--- src/rtl/pwm_pol_pkg.sv ---
package pwm_pol_pkg;
  localparam int REG_W    = 8;
  localparam int LVLP_BIT = 0;
  localparam int LVLN_BIT = 1;
  localparam int SRC_BIT  = 2;
  localparam int LOCK_BIT = 3;
  localparam int TGLE_BIT = 6;

  // Fields cleared by soft reset and guarded by the lock (toggle enable excepted)
  localparam logic [REG_W-1:0] GUARD_MASK =
    (REG_W'(1) << LVLP_BIT) | (REG_W'(1) << LVLN_BIT) | (REG_W'(1) << SRC_BIT);
  localparam logic [REG_W-1:0] FREE_MASK  = REG_W'(1) << TGLE_BIT;
  localparam logic [REG_W-1:0] FIELD_MASK = GUARD_MASK | FREE_MASK;
  localparam logic [REG_W-1:0] RSVD_MASK  = ~(FIELD_MASK | (REG_W'(1) << LOCK_BIT));
endpackage

--- src/rtl/pwm_pol_rst_sync.sv ---
module pwm_pol_rst_sync #(
  parameter int STAGES = 2
) (
  input  logic clk,
  input  logic arst_n,
  output logic srst_n
);
  logic [STAGES-1:0] sync_q;
  logic [STAGES-1:0] sync_d;

  generate
    if (STAGES == 1) begin : g_one
      always_comb sync_d = 1'b1;
    end else begin : g_chain
      always_comb sync_d = {sync_q[STAGES-2:0], 1'b1};
    end
  endgenerate

  always_ff @(posedge clk or negedge arst_n) begin
    if (!arst_n) sync_q <= '0;
    else         sync_q <= sync_d;
  end

  assign srst_n = sync_q[STAGES-1];
endmodule

--- src/rtl/pwm_pol_regs.sv ---
module pwm_pol_regs
  import pwm_pol_pkg::*;
#(
  parameter int W = REG_W
) (
  input  logic         clk,
  input  logic         por_rn,
  input  logic         sys_rn,
  input  logic         wr_en,
  input  logic [W-1:0] wdata,
  output logic [W-1:0] rdata,
  output logic         lvl_p,
  output logic         lvl_n,
  output logic         src_alt,
  output logic         tgl_en
);
  localparam logic [W-1:0] GMASK = W'(GUARD_MASK);
  localparam logic [W-1:0] FMASK = W'(FREE_MASK);

  logic [W-1:0] field_q, field_d, wmask;
  logic         lock_q, lock_d, field_ce;

  // Write mask narrows to the free field once locked
  always_comb begin
    wmask    = lock_q ? FMASK : (GMASK | FMASK);
    field_ce = wr_en;
    field_d  = (field_q & ~wmask) | (wdata & wmask);
    lock_d   = lock_q | (wr_en & wdata[LOCK_BIT]);
  end

  always_ff @(posedge clk or negedge sys_rn) begin
    if (!sys_rn)       field_q <= '0;
    else if (field_ce) field_q <= field_d;
  end

  // Sticky lock: cleared only by power-on reset
  always_ff @(posedge clk or negedge por_rn) begin
    if (!por_rn) lock_q <= 1'b0;
    else         lock_q <= lock_d;
  end

  always_comb begin
    rdata           = field_q;
    rdata[LOCK_BIT] = lock_q;
  end

  assign lvl_p   = field_q[LVLP_BIT];
  assign lvl_n   = field_q[LVLN_BIT];
  assign src_alt = field_q[SRC_BIT];
  assign tgl_en  = field_q[TGLE_BIT];
endmodule

--- src/rtl/pwm_pol_path.sv ---
module pwm_pol_path (
  input  logic lvl_p,
  input  logic lvl_n,
  input  logic src_alt,
  input  logic alt_p,
  input  logic alt_n,
  input  logic dt_en,
  input  logic raw_pos,
  input  logic raw_neg,
  output logic pin_pos,
  output logic pin_neg
);
  logic sel_p, sel_n, pos_v;

  always_comb begin
    sel_p   = src_alt ? alt_p : lvl_p;
    sel_n   = src_alt ? alt_n : lvl_n;
    pos_v   = sel_p ? raw_pos : ~raw_pos;
    pin_pos = pos_v;
    pin_neg = dt_en ? (sel_n ? raw_neg : ~raw_neg) : ~pos_v;
  end
endmodule

--- src/rtl/pwm_pol_toggle.sv ---
module pwm_pol_toggle (
  input  logic clk,
  input  logic rst_n,
  input  logic en,
  input  logic strobe,
  output logic tgl
);
  logic tgl_q, tgl_d;

  always_comb begin
    if (!en)         tgl_d = 1'b0;
    else if (strobe) tgl_d = ~tgl_q;
    else             tgl_d = tgl_q;
  end

  always_ff @(posedge clk or negedge rst_n) begin
    if (!rst_n) tgl_q <= 1'b0;
    else        tgl_q <= tgl_d;
  end

  assign tgl = tgl_q;
endmodule

--- src/rtl/pwm_pol_ctrl.sv ---
module pwm_pol_ctrl
  import pwm_pol_pkg::*;
#(
  parameter int W           = REG_W,
  parameter int SYNC_STAGES = 2
) (
  input  logic         clk,
  input  logic         por_n,
  input  logic         rst_n,
  input  logic         wr_en,
  input  logic [W-1:0] wdata,
  output logic [W-1:0] rdata,
  input  logic         dt_en,
  input  logic         raw_pos,
  input  logic         raw_neg,
  input  logic         alt_lvl_p,
  input  logic         alt_lvl_n,
  input  logic         period_strb,
  output logic         out_pos,
  output logic         out_neg,
  output logic         tgl_out
);
  logic por_rn, sys_rn, sys_arst_n;
  logic lvl_p, lvl_n, src_alt, tgl_en;

  assign sys_arst_n = por_n & rst_n;

  pwm_pol_rst_sync #(.STAGES(SYNC_STAGES)) por_sync_i (
    .clk(clk), .arst_n(por_n), .srst_n(por_rn)
  );
  pwm_pol_rst_sync #(.STAGES(SYNC_STAGES)) sys_sync_i (
    .clk(clk), .arst_n(sys_arst_n), .srst_n(sys_rn)
  );

  pwm_pol_regs #(.W(W)) regs_i (
    .clk(clk), .por_rn(por_rn), .sys_rn(sys_rn),
    .wr_en(wr_en), .wdata(wdata), .rdata(rdata),
    .lvl_p(lvl_p), .lvl_n(lvl_n), .src_alt(src_alt), .tgl_en(tgl_en)
  );

  pwm_pol_path path_i (
    .lvl_p(lvl_p), .lvl_n(lvl_n), .src_alt(src_alt),
    .alt_p(alt_lvl_p), .alt_n(alt_lvl_n), .dt_en(dt_en),
    .raw_pos(raw_pos), .raw_neg(raw_neg),
    .pin_pos(out_pos), .pin_neg(out_neg)
  );

  pwm_pol_toggle tgl_i (
    .clk(clk), .rst_n(sys_rn), .en(tgl_en),
    .strobe(period_strb), .tgl(tgl_out)
  );
endmodule

--- config.mk ---
export PLATFORM = sky130hd
export DESIGN_NAME = pwm_pol_ctrl
export DESIGN_NICKNAME = d
export VERILOG_FILES = /design/src/rtl/pwm_pol_pkg.sv /design/src/rtl/pwm_pol_rst_sync.sv /design/src/rtl/pwm_pol_regs.sv /design/src/rtl/pwm_pol_path.sv /design/src/rtl/pwm_pol_toggle.sv /design/src/rtl/pwm_pol_ctrl.sv
export SDC_FILE = /design/constraint.sdc
export NUM_CORES = 1
export LEC_CHECK = 0
export BUFFER_PORTS_ARGS = -buffer_cell sky130_fd_sc_hd__buf_2
export CAP_MARGIN = 0
export CORE_AREA = 2 2 39 41
export CTS_CLUSTER_SIZE = 40
export DETAILED_ROUTE_END_ITERATION = 12
export DIE_AREA = 0 0 41 43
export PLACE_DENSITY = 0.63
export SETUP_SLACK_MARGIN = 0.1
export SLEW_MARGIN = 25
export SYNTH_ARGS = -nofsm -noshare
export SYNTH_HDL_FRONTEND = slang
export SYNTH_SLANG_ARGS = --single-unit
--- constraint.sdc ---
create_clock -name clk -period 1.9 [get_ports clk]
set_input_delay 0.57 -clock clk [delete_from_list [all_inputs] [get_ports clk]]
set_output_delay 0.57 -clock clk [all_outputs]
set_load 0.05 [all_outputs]
==> results.py <==
metrics = {
    "power": {
        "static-leakage-power_nw": 0.300,
        "vdd_drop_max_uv": 532,
        "power_density_mw_per_mm2": 1170,
    },
    "clocking": {
        "hold_buffers": 0,
        "clk_pin_slew_ns": 0.06,
        "post_cts.repair.setup_buffers": 0,
        "cts_tree": "built",
        "clockRootBuffer": "clkbuf_4",
        "cts_buffers": 3,
        "clock_latency_ns": 0.26,
        "cts_buffer_depth": 2,
        "cts_sinks": 10,
        "ctsHtreeMaxLevel": 1,
    },
    "layout": {
        "multi_input_area_um2": 193,
        "nNetsFinal": 74,
        "syn2layout_area_growth_pct": 38.3,
        "mostFrequentLayoutCell": "buf_2",
        "fin_util_pct": 44.8,
        "nFillCells": 136,
        "regArea_um2": 251,
        "drive_above_1_share_pct": 58.2,
        "antennaDiodeCount": 0,
        "final_cell_mix": "20 x buf_2, 9 x dfrtp_1, 5 x conb_1",
    },
    "routing": {
        "first_iter_violations": 0,
        "vias": 284,
        "drt-pass1-iter-count": 1,
        "postRouteAntennaNets": 0,
        "viasPerCell": 4.00,
        "routedWlPerCell_um": 8.80,
        "wl_um": 625,
        "drcViolationCount": 0,
    },
    "floorplanning": {
        "core_mm2": 0.00138,
        "die-width_um": 41,
        "ios": 29,
        "die_y_um": 43,
        "start_util_pct": 32.4,
        "rows": 14,
        "dieArea_mm2": 0.00176,
    },
    "sta": {
        "setup_violations": 2,
        "finalCritPeriodShare_pct": 104,
        "fin_ws_ns": -0.0727,
        "hold_viol_final": 0,
        "fin_crit_ns": 1.97,
        "drv_slew": 0,
        "fmax_ghz": 0.507,
        "skew_ns": 0.00353,
        "rsz0062_at_grt": "yes",
    },
    "logic_synthesis": {
        "yosysTopAreaCellShare_pct": 55.9,
        "yosys.area.top_type": "dfrtp_1",
        "yosysWarnings": 0,
        "ys_seq_elements": 10,
        "synthTopCellsByArea": "dfrtp_1 56%, buf_4 13%, mux2_1 7.5%",
        "synth_cell_type_count": 11,
        "synth_area_um2": 448,
        "postSynthCellCount": 34,
        "syn_avg_cell_area_um2": 13.2,
        "ys_seq_area_share_pct": 55.9,
    },
    "placement": {
        "gp_congestion": 0.613,
        "port_buffers": 22,
        "post-place-ws_ns": -0.0951,
        "hpwl_um": 572,
    },
    "critical_path": {
        "worstSetupStartpointType": "flip-flop",
        "cp_max_fo": 4,
        "cp-end-kind": "primary output",
        "critical_path_class": "reg -> out",
        "cp.arrival_ns": 1.40,
        "endpoint": "out_neg",
        "r2r_slack_ns": 0.85,
        "cp.required_ns": 1.33,
        "worst_r2r_path_depth": 2,
        "r2r-start": "regs_i.lock_q",
    },
    "grt": {
        "grtUsageTotal_pct": 9.18,
        "antenna_found_initial": 0,
        "grt.overflow.total": 0,
        "grt_max_degree": 7,
        "grt_first_pass_wirelength_um": 1060,
        "grt_pass1_vias": 291,
    },
    "status": {
        "violations": "negative setup slack",
        "status": "finished with violations",
    },
    "min_path": {
        "hold_class": "reg -> async",
    },
    "flow_run": {
        "cap_violations": 0,
    },
}
kinds of logic (layout without fill, tap and decap cells):
logic type	count (synthesis)	after routing	share of synthesized area, %
other cells	2	5	1.68
buf+inv	8	26	13.4
mux	7	7	16.8
simple gates	3	3	4.75
flops	10	10	55.9
compound gates	1	1	1.68
xor+xnor	3	3	5.87
synthesized netlist by cell type:
library cell / instances
buf_4: 8
mux2_1: 3
and2_1: 2
xor2_1: 2
mux2i_1: 3
nor2b_2: 1
mux2_2: 1
a21o_1: 1
xnor2_1: 1
conb_1: 2
dfrtp_1: 10
final cells by class:
type,count,area share [%]
well taps,16,3.23
clock buffers,4,5.86
repair buffers,22,19.2
multi-input cells,19,31.1
flip-flops and latches,10,40.6
timing repair:
item,in CTS,in global routing
pin swaps,1,0
gates resized for setup,4,0
endpoints found under the setup margin,2,2
worst max-delay path, stage by stage, from the launching register on:
cell and delay (ns):
dfrtp_2 0.42, mux2i_4 0.30, xor2_4 0.19, mux2i_4 0.08, buf_6 0.16
worst min path at each step:
stage / depth (start not counted) / startpoint / endpoint / slack [ns]
finish: 0 / por_sync_i.sync_q[1] / regs_i.lock_q / 0.004
floorplan: 0 / por_sync_i.sync_q[1] / regs_i.lock_q / -0.006
global route: 0 / por_sync_i.sync_q[1] / regs_i.lock_q / 0.02
CTS: 0 / por_sync_i.sync_q[1] / regs_i.lock_q / 0.007
detailed placement: 0 / por_sync_i.sync_q[1] / regs_i.lock_q / 0.001
global placement: 0 / por_sync_i.sync_q[1] / regs_i.lock_q / -0.003
metal layers:
metal	global-route usage (%)	part of all wire, %	up-vias
li1	-	-	141
met1	8.47	32	133
met2	15.3	59	10
met3	5.24	9.4	0
met4	4.00	0	0
met5	0	0	-
through the flow:
step	area (µm²)	instances	total power, mW	setup TNS, ns	hold WS [ns]
floorplan	503	37	0.509	-0.0728	-0.00566
global placement	573	67	0.536	-0.0892	-0.00275
detailed placement	573	67	0.539	-0.144	0.00101
CTS	619	71	0.738	-0.173	0.00681
global route	619	71	0.769	-0.254	0.0159
finish	619	71	0.726	-0.123	0.00415
report_power, final:
part	internal, mW	leakage, nW	switching, mW	total (mW)
clock	0.116	0.0210	0.0656	0.182
sequential	0.238	0.116	0.0237	0.262
combinational	0.0969	0.163	0.185	0.282
No activity file was read; power rests on OpenSTA's default activity.
